[config.mk]
export PLATFORM = sky130hd
export DESIGN_NAME = tile_transposer
export DESIGN_NICKNAME = d
export VERILOG_FILES = /design/src/rtl/tile_transposer_pkg.sv /design/src/rtl/tile_phase_ctrl.sv /design/src/rtl/tile_store.sv /design/src/rtl/row_select.sv /design/src/rtl/tile_transposer.sv
export SDC_FILE = /design/constraint.sdc
export NUM_CORES = 1
export LEC_CHECK = 0
export BUFFER_PORTS_ARGS = -buffer_cell sky130_fd_sc_hd__buf_2
export CAP_MARGIN = 40
export CORE_UTILIZATION = 40
export CTS_CLUSTER_SIZE = 8
export DETAILED_ROUTE_END_ITERATION = 12
export MAX_ROUTING_LAYER = met4
export PLACE_DENSITY = 0.75
export SLEW_MARGIN = 15
export SYNTH_ARGS = -nofsm -noshare
export SYNTH_HDL_FRONTEND = slang
export SYNTH_HIERARCHICAL = 1
export SYNTH_SLANG_ARGS = --single-unit
export TNS_END_PERCENT = 20
[constraint.sdc]
create_clock -name clk -period 3.25 [get_ports clk]
set_clock_uncertainty 0.15 [all_clocks]
set_input_delay 0.4875 -clock clk [delete_from_list [all_inputs] [get_ports clk]]
set_output_delay 0.4875 -clock clk [all_outputs]
set_load 0.02 [all_outputs]
[src/rtl/tile_transposer_pkg.sv]
package tile_transposer_pkg;

    // Position of the incoming beat within its 2x2 tile
    typedef enum logic {
        PH_FIRST  = 1'b0,
        PH_SECOND = 1'b1
    } tile_phase_e;

    // Which row of the tile the output selectors present
    typedef enum logic {
        ROW_UPPER = 1'b0,
        ROW_LOWER = 1'b1
    } row_sel_e;

    function automatic tile_phase_e next_phase(tile_phase_e cur, logic take);
        if (!take) return cur;
        return (cur == PH_FIRST) ? PH_SECOND : PH_FIRST;
    endfunction

endpackage

[src/rtl/tile_phase_ctrl.sv]
module tile_phase_ctrl
    import tile_transposer_pkg::*;
(
    input  logic        clk,
    input  logic        rst,
    input  logic        in_valid,
    output tile_phase_e phase,
    output logic        load_first,
    output logic        load_second,
    output logic        lower_pending,
    output row_sel_e    row_sel,
    output logic        out_valid
);

    logic upper_fire;

    assign load_first  = in_valid && (phase == PH_FIRST);
    assign load_second = in_valid && (phase == PH_SECOND);
    assign upper_fire  = load_second;

    always_ff @(posedge clk) begin
        if (rst) begin
            phase         <= PH_FIRST;
            lower_pending <= 1'b0;
        end else begin
            phase         <= next_phase(phase, in_valid);
            lower_pending <= upper_fire;
        end
    end

    assign row_sel   = lower_pending ? ROW_LOWER : ROW_UPPER;
    assign out_valid = upper_fire || lower_pending;

    AST_NO_ROW_COLLIDE: assert property (@(posedge clk) disable iff (rst)
        !(upper_fire && lower_pending));
    AST_LOWER_FOLLOWS: assert property (@(posedge clk) disable iff (rst)
        load_second |=> (out_valid && row_sel == ROW_LOWER));
    AST_PHASE_HOLDS: assert property (@(posedge clk) disable iff (rst)
        !in_valid |=> $stable(phase));
    AST_RESET_CLEARS: assert property (@(posedge clk)
        rst |=> (!lower_pending && phase == PH_FIRST));
    AST_FIRST_SILENT: assert property (@(posedge clk) disable iff (rst)
        (load_first && !lower_pending) |-> !out_valid);

endmodule

[src/rtl/tile_store.sv]
module tile_store #(
    parameter int DATA_W = 8
) (
    input  logic              clk,
    input  logic              rst,
    input  logic              load_first,
    input  logic              load_second,
    input  logic [DATA_W-1:0] in_even,
    input  logic [DATA_W-1:0] in_odd,
    output logic [DATA_W-1:0] up_left,
    output logic [DATA_W-1:0] low_left,
    output logic [DATA_W-1:0] low_right
);

    always_ff @(posedge clk) begin
        if (load_first) begin
            up_left  <= in_even;
            low_left <= in_odd;
        end
        if (load_second) begin
            low_right <= in_odd;
        end
    end

    AST_STORE_FROZEN: assert property (@(posedge clk) disable iff (rst)
        !(load_first || load_second) |=> ($stable(up_left) && $stable(low_left)
                                          && $stable(low_right)));

endmodule

[src/rtl/row_select.sv]
module row_select
    import tile_transposer_pkg::*;
#(
    parameter int DATA_W = 8
) (
    input  row_sel_e          row_sel,
    input  logic [DATA_W-1:0] up_left,
    input  logic [DATA_W-1:0] up_right,
    input  logic [DATA_W-1:0] low_left,
    input  logic [DATA_W-1:0] low_right,
    output logic [DATA_W-1:0] out_left,
    output logic [DATA_W-1:0] out_right
);

    always_comb begin
        out_left  = (row_sel == ROW_LOWER) ? low_left  : up_left;
        out_right = (row_sel == ROW_LOWER) ? low_right : up_right;
    end

endmodule

[src/rtl/tile_transposer.sv]
module tile_transposer
    import tile_transposer_pkg::*;
#(
    parameter int DATA_W = 8
) (
    input  logic              clk,
    input  logic              rst,
    input  logic              in_valid,
    input  logic [DATA_W-1:0] in_even,
    input  logic [DATA_W-1:0] in_odd,
    output logic              out_valid,
    output logic [DATA_W-1:0] out_left,
    output logic [DATA_W-1:0] out_right
);

    tile_phase_e       phase;
    row_sel_e          row_sel;
    logic              load_first;
    logic              load_second;
    logic              lower_pending;
    logic [DATA_W-1:0] up_left;
    logic [DATA_W-1:0] low_left;
    logic [DATA_W-1:0] low_right;

    tile_phase_ctrl u_ctrl (
        .clk           (clk),
        .rst           (rst),
        .in_valid      (in_valid),
        .phase         (phase),
        .load_first    (load_first),
        .load_second   (load_second),
        .lower_pending (lower_pending),
        .row_sel       (row_sel),
        .out_valid     (out_valid)
    );

    tile_store #(.DATA_W(DATA_W)) u_store (
        .clk         (clk),
        .rst         (rst),
        .load_first  (load_first),
        .load_second (load_second),
        .in_even     (in_even),
        .in_odd      (in_odd),
        .up_left     (up_left),
        .low_left    (low_left),
        .low_right   (low_right)
    );

    // upper-right sample bypasses storage
    row_select #(.DATA_W(DATA_W)) u_sel (
        .row_sel   (row_sel),
        .up_left   (up_left),
        .up_right  (in_even),
        .low_left  (low_left),
        .low_right (low_right),
        .out_left  (out_left),
        .out_right (out_right)
    );

    AST_UPPER_SAME_CYCLE: assert property (@(posedge clk) disable iff (rst)
        (in_valid && phase == PH_SECOND) |-> (out_valid && out_right == in_even));

endmodule

Word-level counts from Yosys, hierarchy flattened:

Index checks and enable logic that the tools add are counted.

* bitwise operators: 1
* mux-type cells: 7
* reduce and logical (&&, ||, !) cells: 3
* equality and inequality tests: 1

Operators by type and width (number)
* two-way mux 8 bit: 2
* two-way mux 1 bit: 5
* logical AND 1 bit: 2
* inequality test 2 bit, second input constant: 1
* logical OR 1 bit: 1
* inverter 1 bit: 1

* flip-flop bits (word level): 26
* bits of input ports: 19

Depth between registers and ports, before layout:

Gate-level depths: netlist of run 1.

* word-level depth: 3
* gate-level depth with buffers: 4

Modules after synthesis:

The synthesis of run 1 kept the hierarchy.

Modules (own cells, without submodules)
* tile_store: sequential area each 720.7 um^2, cells each 24, times used 1, area an instance 720.7 um^2
* row_select: sequential area each 0.0 um^2, cells each 18, times used 1, area an instance 249.0 um^2
* tile_phase_ctrl: sequential area each 40.0 um^2, cells each 9, times used 1, area an instance 87.6 um^2

Least setup slack after synthesis of run 1:

Ideal clock, no wire load.

* path kind: input to register
* start point: input port in_valid
* end point: register u_store.low_left[0], enable pin
* data required time: 2710 ps
* arrival time: 1252 ps
* buffers on the path: 0
* stages: 1
* path slack: 1458 ps
* cells stage by stage: nor2b_1

* longest elaborated chain between the ends: 1

RTL lines
* from (decl): RTL line tile_transposer.sv:8 `input logic in_valid,`
* logical AND 1 bit: RTL line tile_phase_ctrl.sv:17 `assign load_first = in_valid && (phase == PH_FIRST);`
* to (signal assigned): RTL line tile_store.sv:18 `low_left <= in_odd;`
* to (decl): RTL line tile_store.sv:11 `output logic [DATA_W-1:0] low_left,`

No other way between the ends.
A chain may end at the register's enable or synchronous reset.

Final worst setup path of run 1:

* start point: register u_ctrl.lower_pending
* end point: output port out_right[2]

* longest elaborated chain between the ends: 2

RTL lines
* from (decl): RTL line tile_phase_ctrl.sv:10 `output logic lower_pending,`
* from (signal assigned): RTL line tile_phase_ctrl.sv:27 `lower_pending <= upper_fire;`
* two-way mux 1 bit: RTL line tile_phase_ctrl.sv:31 `assign row_sel = lower_pending ? ROW_LOWER : ROW_UPPER;`
* two-way mux 8 bit: RTL line row_select.sv:17 `out_right = (row_sel == ROW_LOWER) ? low_right : up_right;`
* to (decl): RTL line tile_transposer.sv:13 `output logic [DATA_W-1:0] out_right`

No other way between the ends.

==> run_results.csv, run 1 <==
group,metric,value,unit
power,ir_worst_vdd,0.283,mV
timing,max_freq,0.413,GHz
timing,rsz0062_at_grt,"no",
floorplanning,fp.dieH,53.4,um
timing,fin_ws,0.830,ns
global_routing,grtUsageMet3,2.59,%
route,avgViaCountPerCell,4.53,
route,wl_per_cell,12.2,um
clock_tree,cts-resized-gates,0,
timing,worst_slew_pin_slew,0.847,ns
timing,min_period,2.42,ns
synth,synth.net_count,70,
timing,fin_setup_tns,0,ns
cells_and_area,nNetsFinal,108,
placed_design,place_hpwl,1.07,mm
timing,relSlewSlack,43.5,%
timing,slew_violations,0,
power,p_total,0.700,mW
worst_setup_path,cp_max_fo,17,
synth,synth-seq-area-share,72.0,%
job,cap_viol_max_count,0,
clock_tree,cts-htree-levels,1,
route,vias,535,
worst_setup_path,path_buf_inv,1,
global_routing,gr-max-usage-layer,"met2",
clock_tree,cts.sinks,26,
synth,postSynthCellCount,51,
worst_setup_path,path_cells,"mux2_2, buf_2",
worst_setup_path,end_kind,"primary output",
cells_and_area,syn2layout_area_growth,22.1,%
placed_design,portBuffers,35,
power,power.density,542,mW/mm2
global_routing,antenna_found_initial,0,
route,drc,0,
route,wirelength,1.44,mm
global_routing,grt_pass1_wl,2.16,mm
worst_hold_path,hp-class,"in -> reg",
timing,post-route-period-util,74.5,%
timing,final_hold_viol_count,0,
power,cellLeakagePower,0.523,nW
synth,ys_seq_elements,26,
route,ant_nets,0,
floorplanning,die_x,53.4,um
floorplanning,ios,36,
worst_setup_path,arrival,1.78,ns
global_routing,gr-total-overflow,0,
cells_and_area,final_core_util,52.1,%
worst_setup_path,required,2.61,ns
floorplanning,rows,18,
clock_tree,root_buffer,"clkbuf_4",
route,first_iter_violations,3,
clock_tree,max-clock-path-buffers,2,
global_routing,use_met1,13.2,%
route,drtPass1Iterations,2,
global_routing,grt_use_met2,18.5,%
global_routing,grt_usage,11.4,%
clock_tree,cts_tree,"built",
timing,setup_viol,0,
clock_tree,cts_buffers,3,
clock_tree,cts_setup_buffers,0,
cells_and_area,n_antenna_cell,0,
worst_setup_path,crit_type,"reg -> out",
worst_setup_path,start_kind,"register",
cells_and_area,drive_above_1_share,64.8,%
floorplanning,coreArea,0.00248,mm2
floorplanning,start_util,42.7,%
synth,syn_avg_cell_area,20.7,um2
global_routing,grt_max_degree,18,
placed_design,place_ws,1.15,ns
synth,syn-cell-area,0.00106,mm2
worst_setup_path,cp_slowest_stage_delay,0.90,ns
global_routing,grt_pass1_vias,510,
clock_tree,ctsHoldBuffers,0,
clock_tree,insertion_delay,0.31,ns
synth,yosysUniqueCellTypes,12,
clock_tree,path_clk_slew,0.14,ns
placed_design,place_congestion,0.609,
floorplanning,dieArea,0.00285,mm2
worst_setup_path,critPathSlowestCell,"dfxtp_1",
run_status,status,"finished, final reports clean",
worst_setup_path,crit_family,"flip-flops",
synth,ys_warn_count,6,
through the flow:
step                hold WS [ns]  cell area (um2)  std cells
floorplan                  0.354             1060         51
global placement           0.369             1240        114
detailed placement         0.399             1240        114
CTS                        0.174             1290        118
global route               0.164             1290        118
finish                     0.178             1290        118
placed cells by master, fill, tap and decap left out:
| cell type | n |
|---|---|
| and2_4 | 1 |
| buf_2 | 35 |
| buf_4 | 1 |
| bufinv_16 | 1 |
| clkbuf_4 | 3 |
| dfxtp_1 | 2 |
| edfxtp_1 | 24 |
| mux2_2 | 6 |
| mux2_4 | 10 |
| nor2_1 | 1 |
| nor2b_1 | 2 |
| or2_1 | 1 |
| xnor2_1 | 1 |
synthesized netlist by cell type, drive strengths merged:
cell,count,area share [%]
edfxtp,24,68
mux2,16,21
buf,3,3.7
dfxtp,2,3.8
nor2b,2,1.2
and2,1,0.83
nor2,1,0.35
or2,1,0.59
xnor2,1,0.83
routing by layer:
metal  vias to the layer above  part of all wire [%]
met1                       249                    41
met3                         0                   6.2
met4                         0                     0
met2                        21                    52
li1                        265                     -
met5                         -                     0
area by class of cell:
class                           instances  area (um2)
Fill cell                             214        1190
Sequential cell                        26         761
Multi-Input combinational cell         22         258
Timing Repair Buffer                   36         183
Tap cell                               30        37.5
Clock inverter                          1        30.0
Clock buffer                            3        22.5
report_power, final:
part	total [mW]	internal (mW)	leakage, nW	switching [mW]
clock	0.214	0.125	0.0279	0.0898
sequential	0.398	0.389	0.243	0.00860
combinational	0.0881	0.0424	0.252	0.0457
registers in the layout, summed over array words and instances (netlist names):
name	cells
u_ctrl/phase	1
u_store/low_right	8
u_store/low_left	8
u_store/up_left	8
u_ctrl/lower_pending	1
kinds of logic after synthesis:
| group | after synthesis | synth area share, % |
|---|---|---|
| flops | 26 | 72.0 |
| mux | 16 | 20.6 |
| simple gates | 5 | 2.96 |
| buf+inv | 3 | 3.67 |
| xor+xnor | 1 | 0.829 |
path summary, 6_finish.rpt:
path / start / end / slack, ns / cells after the start
worst max register to register: u_ctrl/phase / u_store/up_left[2] / 2.10 / 2
worst min register to register: u_ctrl/phase / u_ctrl/phase / 0.42 / 2
worst max-delay path: u_ctrl/lower_pending / out_right[2] / 0.83 / 2
worst min-delay path: rst / u_ctrl/phase / 0.18 / 2
No activity file was read; power rests on OpenSTA's default activity.
==> run 2: changes to the inputs <==
Settings changed: ABC_AREA from default to 1.
Clock period 3.25 ns to 2.25 ns, I/O delays scaled along.
==> run 2 against run 1 <==
Against the previous run:
- cell count increased by 32%
- synthesized cell count increased by 76%
- largest power group unchanged
- combinational power increased by 34%
- setup slack got worse by 0.58 ns
- routed wire length increased by 23%
==> run_results.csv, run 2 <==
group,metric,value,unit
run_status,status,"finished, final reports clean",
worst_setup_path,r2r.worst_path.cells,2,
route,wl_per_cell,11.3,um
timing,slew_violations,0,
clock_tree,insertion_delay,0.31,ns
synth,synth-edff-count,24,
floorplanning,coreArea,0.00250,mm2
synth,synth.area.top_cells,"edfxtp_1, nand2_1, nand2_2",
cells_and_area,nFillCells,214,
floorplanning,die_x,53.6,um
synth,synth-seq-area-share,71.5,%
timing,final_hold_viol_count,0,
route,first_iter_violations,16,
worst_setup_path,end_kind,"primary output",
worst_setup_path,r2r_end,"u_store/low_right[0]",
clock_tree,cts_tree,"built",
power,power.density,716,mW/mm2
clock_tree,cts_setup_buffers,0,
timing,relSlewSlack,58.7,%
worst_setup_path,cp_max_fo,18,
placed_design,place_congestion,0.843,
floorplanning,ios,36,
clock_tree,cts-htree-levels,1,
synth,postSynthCellCount,90,
timing,rsz0062_at_grt,"no",
worst_setup_path,crit_type,"reg -> out",
global_routing,grt_max_degree,19,
job,cap_viol_max_count,0,
route,drtPass1Iterations,4,
worst_setup_path,setup.worst_path.end,"out_left[2]",
synth,synth_common_cells,"nand2_1, edfxtp_1, nand2_2",
worst_setup_path,r2r_start,"u_ctrl/phase",
synth,syn-cell-area,0.00106,mm2
synth,synth_top_area_cell,"edfxtp_1",
cells_and_area,nNetsFinal,146,
worst_hold_path,holdPathStages,2,
route,wirelength,1.76,mm
route,ant_nets,0,
global_routing,antenna_found_initial,0,
cells_and_area,final_cell_area,0.00127,mm2
placed_design,place_ws,0.613,ns
clock_tree,path_clk_slew,0.12,ns
cells_and_area,syn2layout_area_growth,19.4,%
worst_setup_path,required,1.76,ns
synth,synth_top_area_share,67.8,%
global_routing,grt_pass1_vias,662,
worst_setup_path,startpoint,"u_ctrl/lower_pending",
timing,min_period,2.00,ns
synth,ys_seq_elements,26,
synth,yosysMostFrequentCell,"nand2_1",
route,vias,713,
clock_tree,root_buffer,"clkbuf_4",
cells_and_area,layout_commonest_cell,"nand2_1",
cells_and_area,n_antenna_cell,0,
power,ir_worst_vdd,0.441,mV
clock_tree,ctsHoldBuffers,0,
synth,synthArstFlopShare,0,%
global_routing,grt_pass1_wl,2.82,mm
clock_tree,cts-resized-gates,0,
timing,post-route-period-util,88.9,%
cells_and_area,largestRegisters,"u_store/low_left: 8 flops, u_store/low_right: 8 flops, u_store/up_left: 8 flops",
clock_tree,max-clock-path-buffers,2,
route,drc,0,
timing,setup_viol,0,
timing,fin_ws,0.249,ns
synth,ys_warn_count,6,
synth,ys.flop_type,"edfxtp_1",
synth,yosysUniqueCellTypes,11,
cells_and_area,drive_above_1_share,39.7,%
clock_tree,cts.sinks,26,
synth,syn_avg_cell_area,11.8,um2
timing,fin_setup_tns,0,ns
power,cellLeakagePower,0.588,nW
floorplanning,rows,18,
global_routing,gr-total-overflow,0,
timing,max_freq,0.500,GHz
synth,synth.net_count,109,
floorplanning,start_util,42.5,%
route,avgViaCountPerCell,4.57,
worst_setup_path,rrSetupSlack,1.07,ns
floorplanning,fp.dieH,53.6,um
placed_design,placed_area,0.00123,mm2
clock_tree,cts_buffers,3,
floorplanning,dieArea,0.00287,mm2
global_routing,grt_usage,14.6,%
cells_and_area,final_cell_mix,"nand2_1, buf_2, edfxtp_1",
placed_design,portBuffers,35,
worst_hold_path,hp-class,"in -> reg",
timing,worst_slew_pin_slew,0.619,ns
worst_setup_path,start_kind,"register",
worst_setup_path,arrival,1.51,ns
==> run 2: cell types whose count changed in the layout (fill, tap and decap cells not counted), sizes merged <==
cell / previous run / this run
or2: 1 / 0
and2: 1 / 0
nor2b: 2 / 0
nand2: 0 / 51
inv: 0 / 5
nor2: 1 / 4
mux2: 16 / 0
bufinv: 1 / 0
clkbuf: 3 / 4
xnor2: 1 / 0
==> run 2: power by group <==
part | total [mW] | switching (mW) | internal [mW]
combinational | 0.118 | 0.0773 | 0.0412
clock | 0.223 | 0.124 | 0.0988
sequential | 0.568 | 0.0109 | 0.557
total | 0.910 | 0.212 | 0.697
==> run 2: worst min path at each step <==
stage / end / startpoint
4_1_cts: u_ctrl/lower_pending / rst
2_1_floorplan: u_ctrl/lower_pending / rst
5_1_grt: u_ctrl/lower_pending / rst
6_report: u_ctrl/lower_pending / rst
3_5_place_dp: u_ctrl/lower_pending / u_ctrl/phase
3_3_place_gp: u_ctrl/lower_pending / u_ctrl/phase
==> run 2: routing by layer <==
metal / routed length (um) / part of all wire (%) / track usage [%]
met2: 946 / 54 / 22.5
met1: 707 / 40 / 16.1
met3: 73 / 4.1 / 5.08
met5: 0 / 0 / -
met4: 34 / 1.9 / 8.77
==> run 2: layout make-up <==
cell class / count / area (um2) / share of cell area (%)
multi-input combinational: 55 / 229 / 18.0
sequential: 26 / 761 / 59.9
tap: 30 / 37.5 / 2.96
clock buffer: 4 / 36.3 / 2.86
timing repair buffer: 36 / 183 / 14.4
inverter: 5 / 23.8 / 1.87
==> run 2: worst max-delay path, cell delays in order, from the launching register on <==
cell and delay [ns]:
dfxtp_1 0.74, inv_6 0.15, nand2_1 0.10, nand2_1 0.05, buf_2 0.15
==> run 2: through the flow <==
step | instances | utilization, % | hold WS [ns] | total power, mW
CTS | 156 | 50.8 | 0.0354 | 0.914
detailed placement | 152 | 49.3 | 0.354 | 0.698
global placement | 152 | 49.3 | 0.337 | 0.695
finish | 156 | 50.8 | 0.0448 | 0.910
floorplan | 90 | - | 0.254 | 0.650
global route | 156 | 50.8 | 0.0223 | 0.952
==> run 2: kinds of logic after synthesis <==
| logic type | share of synthesized area [%] |
|---|---|
| flip-flops | 71.5 |
| buffers and inverters | 6.94 |
| AND/OR/NAND/NOR | 21.5 |
